File: src/rtl/lpm_pkg.sv
package lpm_pkg;
  typedef enum logic [1:0] {
    ST_AWAKE   = 2'd0,
    ST_GRANTED = 2'd1,
    ST_ASLEEP  = 2'd2,
    ST_WAKING  = 2'd3
  } lpm_state_t;
endpackage

File: src/rtl/lpm_sync.sv
module lpm_sync #(
  parameter int WIDTH  = 2,
  parameter int STAGES = 2,
  parameter logic [WIDTH-1:0] RST_VAL = '0
) (
  input  logic             clk,
  input  logic             rst,
  input  logic [WIDTH-1:0] d,
  output logic [WIDTH-1:0] q
);
  logic [WIDTH-1:0] chain [STAGES];

  genvar i;
  generate
    for (i = 0; i < STAGES; i++) begin : g_stage
      always_ff @(posedge clk) begin
        if (rst) chain[i] <= RST_VAL;
        else if (i == 0) chain[i] <= d;
        else chain[i] <= chain[(i == 0) ? 0 : i-1];
      end
    end
  endgenerate

  assign q = chain[STAGES-1];
endmodule

File: src/rtl/lpm_wake_timer.sv
module lpm_wake_timer #(
  parameter int LIMIT = 1024
) (
  input  logic clk,
  input  logic rst,
  input  logic in_waking,
  output logic expired
);
  localparam int CW = $clog2(LIMIT + 1);
  localparam logic [CW-1:0] LAST = CW'(LIMIT - 1);
  localparam logic [CW-1:0] TOP  = CW'(LIMIT);

  logic [CW-1:0] cnt;

  always_ff @(posedge clk) begin
    if (rst) begin
      cnt     <= '0;
      expired <= 1'b0;
    end else if (!in_waking) begin
      cnt     <= '0;
      expired <= 1'b0;
    end else begin
      if (cnt != TOP) cnt <= cnt + 1'b1;
      if (cnt == LAST) expired <= 1'b1;
    end
  end

  // expiry needs a full window of waking cycles behind it
  assert_no_early_expiry_R8: assert property (@(posedge clk) disable iff (rst)
    $rose(expired) |-> $past(in_waking));
endmodule

File: src/rtl/lpm_fsm.sv
module lpm_fsm
  import lpm_pkg::*;
(
  input  logic clk,
  input  logic rst,
  input  logic sleep_req,
  input  logic wake_req,
  input  logic mod_ok_n_s,
  input  logic mod_rts_n_s,
  input  logic timeout_flag,
  output logic waking_next,
  output logic peer_sleep_ok_n,
  output logic peer_cts_n,
  output logic host_sleep_ok,
  output logic host_wake_evt,
  output logic tx_hold
);
  lpm_state_t state, nxt;

  always_comb begin
    nxt = state;
    case (state)
      ST_AWAKE:   if (sleep_req) nxt = ST_GRANTED;
      ST_GRANTED: if (wake_req) nxt = ST_WAKING;
                  else if (mod_rts_n_s && !mod_ok_n_s) nxt = ST_ASLEEP;
      ST_ASLEEP:  if (wake_req) nxt = ST_WAKING;
                  else if (!mod_rts_n_s && mod_ok_n_s) nxt = ST_AWAKE;
      ST_WAKING:  if (!mod_rts_n_s) nxt = ST_AWAKE;
      default:    nxt = ST_AWAKE;
    endcase
  end

  assign waking_next = (nxt == ST_WAKING);

  always_ff @(posedge clk) begin
    if (rst) begin
      state           <= ST_AWAKE;
      peer_cts_n      <= 1'b0;
      peer_sleep_ok_n <= 1'b1;
      host_sleep_ok   <= 1'b0;
      host_wake_evt   <= 1'b0;
      tx_hold         <= 1'b0;
    end else begin
      state           <= nxt;
      // CTS follows the next state; permission lags one edge behind it
      peer_cts_n      <= (nxt == ST_GRANTED) || (nxt == ST_ASLEEP);
      peer_sleep_ok_n <= !((state == ST_GRANTED) || (state == ST_ASLEEP));
      host_sleep_ok   <= (nxt == ST_ASLEEP);
      host_wake_evt   <= (state == ST_ASLEEP) && (nxt == ST_AWAKE);
      tx_hold         <= mod_rts_n_s;
    end
  end

  assert_cts_before_grant_R2: assert property (@(posedge clk) disable iff (rst)
    $fell(peer_sleep_ok_n) |-> (peer_cts_n && $past(peer_cts_n)));

  assert_cts_low_before_wake_R4: assert property (@(posedge clk) disable iff (rst)
    $rose(peer_sleep_ok_n) |-> (!peer_cts_n && !$past(peer_cts_n)));

  assert_sleep_needs_module_R3: assert property (@(posedge clk) disable iff (rst)
    $rose(host_sleep_ok) |-> $past(mod_rts_n_s && !mod_ok_n_s));

  assert_event_single_R6: assert property (@(posedge clk) disable iff (rst)
    host_wake_evt |=> !host_wake_evt);

  assert_timeout_only_waking_R8: assert property (@(posedge clk) disable iff (rst)
    timeout_flag |-> (state == ST_WAKING));
endmodule

File: src/rtl/lpm_handshake_ctrl.sv
module lpm_handshake_ctrl #(
  parameter int TIMEOUT_CYCLES = 1024,
  parameter int SYNC_STAGES    = 2
) (
  input  logic clk,
  input  logic rst,
  input  logic sleep_req,
  input  logic wake_req,
  input  logic mod_sleep_ok_n,
  input  logic mod_rts_n,
  output logic peer_sleep_ok_n,
  output logic peer_cts_n,
  output logic host_sleep_ok,
  output logic host_wake_evt,
  output logic tx_hold,
  output logic wake_timeout
);
  logic [1:0] lines_s;
  logic       waking_next;

  // bit 1: permission line (rests high), bit 0: RTS (rests low)
  lpm_sync #(.WIDTH(2), .STAGES(SYNC_STAGES), .RST_VAL(2'b10)) u_sync (
    .clk (clk),
    .rst (rst),
    .d   ({mod_sleep_ok_n, mod_rts_n}),
    .q   (lines_s)
  );

  lpm_fsm u_fsm (
    .clk             (clk),
    .rst             (rst),
    .sleep_req       (sleep_req),
    .wake_req        (wake_req),
    .mod_ok_n_s      (lines_s[1]),
    .mod_rts_n_s     (lines_s[0]),
    .timeout_flag    (wake_timeout),
    .waking_next     (waking_next),
    .peer_sleep_ok_n (peer_sleep_ok_n),
    .peer_cts_n      (peer_cts_n),
    .host_sleep_ok   (host_sleep_ok),
    .host_wake_evt   (host_wake_evt),
    .tx_hold         (tx_hold)
  );

  lpm_wake_timer #(.LIMIT(TIMEOUT_CYCLES)) u_timer (
    .clk       (clk),
    .rst       (rst),
    .in_waking (waking_next),
    .expired   (wake_timeout)
  );
endmodule

File: config.mk
export PLATFORM = sky130hd
export DESIGN_NAME = lpm_handshake_ctrl
export DESIGN_NICKNAME = d
export VERILOG_FILES = /design/src/rtl/lpm_pkg.sv /design/src/rtl/lpm_sync.sv /design/src/rtl/lpm_wake_timer.sv /design/src/rtl/lpm_fsm.sv /design/src/rtl/lpm_handshake_ctrl.sv
export SDC_FILE = /design/constraint.sdc
export NUM_CORES = 1
export LEC_CHECK = 0
export ABC_AREA = 1
export BUFFER_PORTS_ARGS = -buffer_cell sky130_fd_sc_hd__buf_2
export CAP_MARGIN = 30
export CORE_MARGIN = 1.5
export CORE_UTILIZATION = 45
export DETAILED_ROUTE_END_ITERATION = 10
export PLACE_DENSITY = 0.66
export REMOVE_ABC_BUFFERS = 1
export SYNTH_ARGS = -nofsm -noshare
export SYNTH_HDL_FRONTEND = slang
export SYNTH_SLANG_ARGS = --single-unit
File: constraint.sdc
create_clock -name clk -period 1.7 [get_ports clk]
set_input_delay 0.085 -clock clk [delete_from_list [all_inputs] [get_ports clk]]
set_output_delay 0.085 -clock clk [all_outputs]
set_load 0.02 [all_outputs]
==> reports/results.tsv, run 1 <==
metric	value	unit
outcome	finished clean	
final setup skew	3.56	ps
GR Overflow Total	0	
Adder-Cell Fraction of Synth Area	9.69	%
DRT iter0 DRCs	17	
Clock Latency Late Sink	300	ps
Simple-Gate Fraction of Synth Area	31.8	%
CTS Root Buffer Type	clkbuf_4	
synthesized area per cell	7.09	um2
WL per Instance	10.3	um
CTS max path bufs	2	
first-pass GRT wire length	3.60	mm
DRC	0	
final wirelength	2.23	mm
Non-Filler Instances	217	
Reg-to-Reg End	u_timer.cnt[3]	
Worst Max-Slew Pin Slew	296	ps
Initial Util	47.3	%
Final Util	59.9	%
H-tree depth	1	
Data arrival, critical path	1890	ps
CP endpoint kind	register	
Warnings, synthesis	0	
M3 GR Usage	2.50	%
Layout area overhead	26.6	%
Netlist cell types	19	
commonest non-fill, non-tap cell in the layout	nand2_1	
final setup TNS	0	ps
final max-slew violation count	0	
post-synthesis mux area share	0	%
Slew headroom	80.3	%
overall power	1.95	mW
Tmin final	1650	ps
DRT antenna net count	0	
Critical Path Fanout Max	8	
synthesized area	1160	um2
nets@finish	203	
RSZ-0062 raised after global routing	true	
via/cell ratio	4.73	
main combinational cell family by area after synthesis	simple AND/OR/NAND/NOR gates	
die height	53.8	um
CTS buffer count	3	
ANT cells	0	
worst path required time	1950	ps
fmax	0.606	GHz
placed inst area	1300	um2
clock-pin slew on the worst setup and hold paths	120	ps
max cap viols	0	
CTS tree	yes	
Global Route met1 Usage	22.8	%
setup slack after layout	50.9	ps
total number of vias	1026	
fin crit share	97.0	%
Hold Path Class	in2reg	
final setup fails	0	
cells after synthesis	164	
largest net degree at the start of global routing	13	
busiest grt layer	met2	
Post-Synth XOR/XNOR Area	0.753	%
Worst R2R Setup Slack	50	ps
I/O pin cnt	12	
Placer Congestion	0.833	
# rows	18	
GR Util met2	27.4	%
commonest non-fill, non-tap cells in the layout	31 x nand2_1, 28 x nor2_1, 22 x inv_1	
total track usage	17.0	%
critical path type	reg2reg	
CTS sink count	23	
drt pass-1 iters	5	
Pwr Density	1330	nW/um2
R2R depth	15	
HPWL Detailed	1.59	mm
Design Area, Final	1470	um2
Hold WS	70.1	ps
Die X-Extent	53.8	um
Final Hold Vio Count	0	
min-delay src	rst	
layout cells sized above 1	31.0	%
CP Launch Type	register	
Post-Place Cells	210	
DP Worst Slack	-93.1	ps
die area	2900	um2
RR Startpoint	u_fsm.state[1]	
hold path cells	2	
number of global-route vias before repair	885	
PortBufs	11	
Synth Area in Compound Gates	8.18	%
core area	2450	um2
post-synthesis sequential area ratio	39.6	%
Hold EP	u_fsm.state[1]	
synthesis-stage register bit count	23	
initial antenna violation count	0	
worst vdd ir	1.08	mV
Lkg Pwr	0.636	nW
[synth_stat cells (all sizes together)]
master	number	area, um2
nand3	10	50.1
or2	3	18.8
a31oi	1	6.26
nor2	31	134
ha	9	113
o21ai	7	38.8
buf	1	7.51
inv	28	105
dfxtp	23	460
nand3b	3	22.5
clkbuf	1	3.75
a21oi	7	35.0
nand2	37	144
o21bai	2	15.0
xnor2	1	8.76
[power breakdown]
part           switching (mW)  internal (mW)  leakage (nW)
combinational           0.554          0.477         0.433
sequential             0.0513          0.620         0.188
clock                   0.159         0.0914        0.0150
total                   0.765           1.19         0.636
[how the worst max path moves through the flow]
stage / startpoint / endpoint / slack (ps)
finish: u_fsm.state[1] / u_timer.cnt[3] / 50
global route: u_fsm.state[1] / u_timer.cnt[3] / -70
CTS: u_fsm.state[0] / u_timer.cnt[4] / 8
detailed placement: u_fsm.state[1] / u_timer.cnt[5] / -90
global placement: u_fsm.state[0] / u_timer.cnt[3] / -5
floorplan: u_fsm.state[1] / u_timer.cnt[5] / -80
[state kept, by name, summed over array words and instances, names as in the netlist]
signal,cells
u_sync.chain,4
u_fsm.host_wake_evt,1
u_fsm.state,2
u_fsm.host_sleep_ok,1
u_fsm.tx_hold,1
u_timer.expired,1
u_timer.cnt,11
u_fsm.peer_sleep_ok_n,1
u_fsm.peer_cts_n,1
[final cells by class]
cell class | instances | area, um2
well taps | 30 | 37.5
flip-flops and latches | 23 | 465
multi-input cells | 111 | 682
fillers | 221 | 983
inverters | 28 | 118
repair buffers | 21 | 143
clock buffers | 4 | 26.3
[critical path, cell delays in order (launching register included)]
cell and delay (ps):
dfxtp_4 380, inv_4 70, ha_2 170, inv_2 40, nand2_1 60, nand2_1 50, nand2_1 80, nand2_1 50
nand2_1 50, nand2_1 60, inv_1 60, ha_2 180, nand2_4 80, inv_8 90, o21ai_2 50, a21oi_1 120
[routing by layer]
metal,up-vias,share of wire [%]
li1,545,-
met4,0,0.54
met1,464,48
met3,2,3.1
met5,-,0
met2,15,49
[what timing repair did]
action | 4_1_cts | 5_1_grt
resized for setup | 12 | 31
buffers inserted | 0 | 1
endpoints found under the hold margin | 2 | 0
pin swaps | 2 | 11
hold buffers | 2 | 0
setup endpoints to repair | 12 | 14
[cell families (layout without fill, tap and decap cells)]
group                    after synthesis  after routing
XOR/XNOR                               1              1
buffers and inverters                 30             53
AO/OA/AOI/OAI                         17             17
flip-flops                            23             23
AND/OR/NAND/NOR                       84             84
adder cells (fa/ha/maj)                9              9
No activity file was read; power rests on OpenSTA's default activity.
==> run 2, diff against run 1 <==
--- a/config.mk
+++ b/config.mk
@@ -5,7 +5,7 @@
 export SDC_FILE = /design/constraint.sdc
 export NUM_CORES = 1
 export LEC_CHECK = 0
-export ABC_AREA = 1
+export ABC_AREA = 0
 export BUFFER_PORTS_ARGS = -buffer_cell sky130_fd_sc_hd__buf_2
 export CAP_MARGIN = 30
 export CORE_MARGIN = 1.5
@@ -13,6 +13,8 @@
 export DETAILED_ROUTE_END_ITERATION = 10
 export PLACE_DENSITY = 0.66
 export REMOVE_ABC_BUFFERS = 1
+export SETUP_SLACK_MARGIN = 0.5
 export SYNTH_ARGS = -nofsm -noshare
 export SYNTH_HDL_FRONTEND = slang
+export SYNTH_HIERARCHICAL = 1
 export SYNTH_SLANG_ARGS = --single-unit
==> reports/results.tsv, run 2 <==
metric	value	unit	change
Synth area leaders	dfxtp_1 42%, ha_1 10%, nor2_1 3.4%, a21oi_1 2.7%, nand3_1 2.7%		was dfxtp_1 40%, nand2_1 11%, ha_1 9.7%, inv_1 9.0%, nor2_1 9.0%
drt pass-1 iters	6		was 5
failing checks	negative setup slack		
switching pwr	0.912	mW	was 0.765 mW
CTS tree	yes		unchanged
Final Hold Vio Count	0		unchanged
Critical Path Fanout Max	7		was 8
synthesized area per cell	9.34	um2	was 7.09 um2
synthesized area	1100	um2	was 1160 um2
H-tree depth	1		unchanged
largest net degree at the start of global routing	13		unchanged
synthesis-stage register bit count	23		unchanged
Post-Place Cells	169		was 210
Initial Util	48.9	%	was 47.3%
critical path type	reg2reg		unchanged
DRT antenna net count	0		unchanged
clock-pin slew on the worst setup and hold paths	130	ps	was 120 ps
PortBufs	11		unchanged
via/cell ratio	5.78		was 4.73
Clock Latency Late Sink	300	ps	about the same
dominant cell type by area after synthesis	dfxtp_1		unchanged
Worst Max-Slew Pin Slew	352	ps	was 296 ps
Clk pwr share	11.0	%	was 12.8%
# rows	17		was 18
CTS Root Buffer Type	clkbuf_4		unchanged
HPWL Detailed	1.55	mm	was 1.59 mm
post-synthesis sequential area ratio	41.8	%	was 39.6%
Die X-Extent	52.5	um	was 53.8 um
fmax	0.514	GHz	was 0.606 GHz
DRT iter0 DRCs	41		was 17
fin crit share	114	%	was 97.0%
Lkg Pwr	0.569	nW	was 0.636 nW
FFs w/ async S/R, synth	0	%	unchanged
outcome	finished with violations		was finished clean
Hold Path Class	in2reg		unchanged
Warnings, synthesis	6		was 0
Non-Filler Instances	181		was 217
overall power	2.32	mW	was 1.95 mW
top-count cell post-synth	dfxtp_1		was nand2_1
Pwr Density	1490	nW/um2	was 1330 nW/um2
initial antenna violation count	0		unchanged
most common flop cell mapped by yosys	dfxtp_1		unchanged
ANT cells	0		unchanged
setup slack after layout	-246	ps	was 50.9 ps
Layout area overhead	41.5	%	was 26.6%
worst path required time	1910	ps	was 1950 ps
Design Area, Final	1560	um2	was 1470 um2
core area	2250	um2	was 2450 um2
Top Registers	u_timer/cnt (11), u_sync/chain (4), u_fsm/state (2)		was u_timer.cnt (11), u_sync.chain (4), u_fsm.state (2)
top post-synthesis cells by count	23 x dfxtp_1, 10 x nor2_1, 9 x ha_1		was 35 x nand2_1, 28 x inv_1, 28 x nor2_1
CTS max path bufs	2		unchanged
max FFs per register	11		unchanged
die height	52.5	um	was 53.8 um
final wirelength	2.93	mm	was 2.23 mm
Placer Congestion	0.781		was 0.833
combinational power share	59.0	%	was 52.8%
post-synth top area share	41.8	%	was 39.6%
I/O pin cnt	12		unchanged
DP Worst Slack	-435	ps	was -93.1 ps
cells after synthesis	118		was 164
CP endpoint kind	register		unchanged
RSZ-0062 raised after global routing	true		unchanged
WL per Instance	16.2	um	was 10.3 um
Flop pwr share	30.1	%	was 34.4%
first-pass GRT wire length	4.36	mm	was 3.60 mm
Int Pwr	1.41	mW	was 1.19 mW
final setup skew	0.780	ps	was 3.56 ps
final max-slew violation count	0		unchanged
DRC	0		unchanged
total number of vias	1047		was 1,026
layout cells sized above 1	46.4	%	was 31.0%
worst vdd ir	1.10	mV	was 1.08 mV
placed inst area	1280	um2	was 1300 um2
nets@finish	169		was 203
CP Launch Type	register		unchanged
Post-synth EDFFs	0		unchanged
max cap viols	0		unchanged
Netlist cell types	37		was 19
total track usage	21.3	%	was 17.0%
commonest non-fill, non-tap cells in the layout	21 x dfxtp_1, 17 x buf_4, 11 x buf_2		was 31 x nand2_1, 28 x nor2_1, 22 x inv_1
CTS sink count	23		unchanged
commonest non-fill, non-tap cell in the layout	dfxtp_1		was nand2_1
number of global-route vias before repair	975		was 885
Top reg by flops	u_timer/cnt		was u_timer.cnt
CTS buffer count	3		unchanged
Data arrival, critical path	2160	ps	was 1890 ps
switch share	39.3	%	was 39.1%
die area	2760	um2	was 2900 um2
final setup fails	15		was 0
Slew headroom	76.4	%	was 80.3%
GR Overflow Total	0		unchanged
Tmin final	1950	ps	was 1650 ps
## run 2: cell types whose count changed after synthesis, moves of 3 or more
cell,previous run,this run
inv_1,28,7
nand2_1,35,4
nand3_1,10,6
nor2_1,28,10
nor2b_1,0,4
o21a_1,0,3
o21ai_1,0,3
or2_2,3,0
or3_2,0,4
## run 2: critical path, cell delays in order, from the launching register on
cell and delay, ps:
dfxtp_4 410, inv_4 50, ha_4 190, buf_6 130
o41ai_4 290, a31oi_2 180, ha_4 200, nand2b_4 100
nor2_1 50, mux2_2 260
## run 2: metal layers
| metal | routed length (um) | vias up | track usage, % |
|---|---|---|---|
| met3 | 173 | 14 | 3.14 |
| met1 | 1250 | 492 | 29.2 |
| met2 | 1400 | 47 | 34.6 |
| met4 | 98 | 0 | 5.98 |
| met5 | 0 | - | 0 |
| li1 | - | 494 | - |
## run 2: final cells by class
type | instances | area (um2)
multi-input combinational | 84 | 748
fill | 181 | 694
sequential | 23 | 468
timing repair buffer | 34 | 248
inverter | 8 | 35.0
tap | 28 | 35.0
clock buffer | 4 | 26.3
## run 2: path summary, 6_finish.rpt
path                      startpoint                  to  slack (ps)  cells after the start
hold / removal                   rst    u_fsm/peer_cts_n          80                      2
setup reg to reg      u_fsm/state[0]      u_timer/cnt[0]        -250                      9
hold reg to reg   u_sync/chain[0][1]  u_sync/chain[1][1]         420                      1
setup / recovery      u_fsm/state[0]      u_timer/cnt[0]        -250                      9
## run 2: cells by family (layout without fill, tap and decap cells)
group                    after synthesis  count (layout)  share of synthesized area (%)
AO/OA/AOI/OAI                         28              28                           17.0
XOR/XNOR                               2               2                           1.59
adder cells (fa/ha/maj)                9               9                           10.2
buffers and inverters                 11              46                           4.54
flip-flops                            23              23                           41.8
multiplexers                           2               2                           2.04
AND/OR/NAND/NOR                       43              43                           22.8
## run 2: power by group through the flow
stage / logic, mW / clock network, mW / registers [mW]
floorplan: 0.429 / 0 / 0.707
global placement: 0.836 / 0 / 0.665
detailed placement: 0.849 / 0 / 0.670
CTS: 1.15 / 0.258 / 0.696
global route: 1.44 / 0.287 / 0.708
finish: 1.37 / 0.255 / 0.697
## run 2: what timing repair did
action                     4_1_cts  5_1_grt
buffers inserted                 4        2
setup endpoints to repair       17       17
hold buffers                     2        0
pin swaps                       12        5
gates resized for setup         29       13
hold endpoints to repair         2        0
## run 2: through the flow
step	setup TNS [ps]	hold WS, ps	utilization [%]
2_1_floorplan	-2390	152	-
3_3_place_gp	-3070	267	57.0
3_5_place_dp	-4880	275	57.0
4_1_cts	-1040	76.5	65.8
5_1_grt	-3890	72.0	69.2
6_report	-2870	78.5	69.2
==> run 3, diff against run 2 <==
--- a/config.mk
+++ b/config.mk
@@ -13,7 +13,7 @@
 export DETAILED_ROUTE_END_ITERATION = 10
 export PLACE_DENSITY = 0.66
 export REMOVE_ABC_BUFFERS = 1
-export SETUP_SLACK_MARGIN = 0.5
+export SETUP_SLACK_MARGIN = 0.2
 export SYNTH_ARGS = -nofsm -noshare
 export SYNTH_HDL_FRONTEND = slang
 export SYNTH_HIERARCHICAL = 1
==> reports/results.tsv, run 3 (synthesis results as in run 2) <==
metric	value	unit	change
outcome	finished with violations		unchanged
failing checks	negative setup slack		unchanged
via/cell ratio	5.71		was 5.78
critical path type	reg2reg		unchanged
Hold Path Class	in2reg		unchanged
H-tree depth	1		unchanged
Reg-to-Reg End	u_timer/cnt[1]		was u_timer/cnt[0]
Data arrival, critical path	2140	ps	was 2160 ps
fmax	0.522	GHz	was 0.514 GHz
Clock Latency Late Sink	310	ps	was 300 ps
CTS buffer count	3		unchanged
CP endpoint kind	register		unchanged
Top Registers	u_timer/cnt (11), u_sync/chain (4), u_fsm/state (2)		unchanged
I/O pin cnt	12		unchanged
final setup skew	1.96	ps	was 0.780 ps
Lkg Pwr	0.564	nW	was 0.569 nW
GR Overflow Total	0		unchanged
Post-Place Cells	169		unchanged
total number of vias	1028		was 1,047
die area	2760	um2	unchanged
Top reg by flops	u_timer/cnt		unchanged
worst setup path startpoint	u_fsm/state[0]		unchanged
CTS sink count	23		unchanged
total track usage	21.7	%	was 21.3%
Tmin final	1910	ps	was 1950 ps
HPWL Detailed	1.55	mm	unchanged
commonest non-fill, non-tap cells in the layout	21 x dfxtp_1, 16 x buf_4, 11 x buf_2		was 21 x dfxtp_1, 17 x buf_4, 11 x buf_2
clock-pin slew on the worst setup and hold paths	130	ps	about the same
final wirelength	2.74	mm	was 2.93 mm
max cap viols	0		unchanged
layout cells sized above 1	46.1	%	was 46.4%
number of global-route vias before repair	927		was 975
worst path required time	1920	ps	was 1910 ps
Initial Util	48.9	%	unchanged
Worst R2R Setup Slack	-210	ps	was -250 ps
# rows	17		unchanged
top routing layer used	met4		unchanged
worst vdd ir	1.22	mV	was 1.10 mV
hold path cells	2		unchanged
RR Startpoint	u_fsm/state[0]		unchanged
setup slack after layout	-214	ps	was -246 ps
CTS tree	yes		unchanged
Final Util	68.8	%	was 69.2%
DRC	0		unchanged
die height	52.5	um	unchanged
Slew headroom	74.6	%	was 76.4%
final setup fails	15		unchanged
Critical Path Fanout Max	7		unchanged
CP Launch Type	register		unchanged
WL per Instance	15.2	um	was 16.2 um
RSZ-0062 raised after global routing	true		unchanged
Die X-Extent	52.5	um	unchanged
largest net degree at the start of global routing	13		unchanged
final max-slew violation count	0		unchanged
Placer Congestion	0.781		unchanged
worst setup path endpoint	u_timer/cnt[1]		was u_timer/cnt[0]
initial antenna violation count	0		unchanged
ANT cells	0		unchanged
Layout area overhead	40.7	%	was 41.5%
final setup TNS	-2150	ps	was -2870 ps
PortBufs	11		unchanged
Non-Filler Instances	180		was 181
DRT met1 WL	1.17	mm	was 1.25 mm
first-pass GRT wire length	4.32	mm	was 4.36 mm
DRT iter0 DRCs	32		was 41
routed wl met3	149	um	was 173 um
Final Hold Vio Count	0		unchanged
commonest non-fill, non-tap cell in the layout	dfxtp_1		unchanged
met2 wire length	1.38	mm	was 1.40 mm
Worst Max-Slew Pin Slew	378	ps	was 352 ps
max FFs per register	11		unchanged
CTS max path bufs	2		unchanged
core area	2250	um2	unchanged
DRT antenna net count	0		unchanged
R2R depth	9		unchanged
nets@finish	168		was 169
Hold WS	64.6	ps	was 78.5 ps
fin crit share	113	%	was 114%
Pwr Density	1470	nW/um2	was 1490 nW/um2
CTS Root Buffer Type	clkbuf_4		unchanged
fillers	176		was 181
drt pass-1 iters	4		was 6
run 3: cell types whose count changed in the layout (fill, tap and decap cells not counted), sizes merged:
cell	previous run	this run
buf	32	31
run 3: layout make-up:
class                      instances  area [um2]  share of cell area (%)
clock buffer                       4        26.3                    1.69
sequential                        23         468                    30.2
multi-input combinational         84         743                    47.9
tap                               28        35.0                    2.26
timing repair buffer              33         244                    15.7
inverter                           8        35.0                    2.26
run 3: worst min path at each step:
| stage | startpoint | slack, ps | end |
|---|---|---|---|
| 3_5_place_dp | mod_sleep_ok_n | 280 | u_sync/chain[0][1] |
| 2_1_floorplan | rst | 150 | u_fsm/peer_cts_n |
| 3_3_place_gp | mod_sleep_ok_n | 270 | u_sync/chain[0][1] |
| 6_report | rst | 60 | u_fsm/tx_hold |
| 4_1_cts | rst | 70 | u_fsm/tx_hold |
| 5_1_grt | rst | 50 | u_fsm/tx_hold |
run 3: power breakdown:
group | switching [mW] | internal (mW)
Sequential | 0.0723 | 0.626
Combinational | 0.642 | 0.687
Clock | 0.169 | 0.0917
run 3: per-stage QoR:
stage | total power, mW | setup slack, ps | instance area, um2
after global routing | 2.41 | -284 | 1550
after global placement | 1.50 | -303 | 1280
after floorplan | 1.14 | -379 | 1080
final | 2.29 | -214 | 1550
after detailed placement | 1.52 | -435 | 1280
after CTS | 2.09 | -130 | 1480
run 3: what timing repair did:
item | CTS | global route
cloned | 0 | 0
hold endpoints to repair | 2 | 0
setup buffers | 4 | 1
hold buffers | 2 | 0
setup endpoints to repair | 16 | 16
pin swaps | 11 | 7
resized for setup | 28 | 15
run 3: critical path, stage by stage, from the launching register on:
cell	delay, ps
dfxtp_4	410
inv_4	50
ha_4	180
and2b_2	220
o21ai_2	210
a31oi_4	140
ha_4	200
nand2b_4	100
nor2_1	60
mux2_2	250
run 3: metal layers:
| metal | GRT usage (%) | vias up |
|---|---|---|
| met2 | 34.8 | 38 |
| met4 | 6.84 | 0 |
| met3 | 4.29 | 6 |
| li1 | - | 493 |
| met1 | 29.2 | 491 |
| met5 | 0 | - |
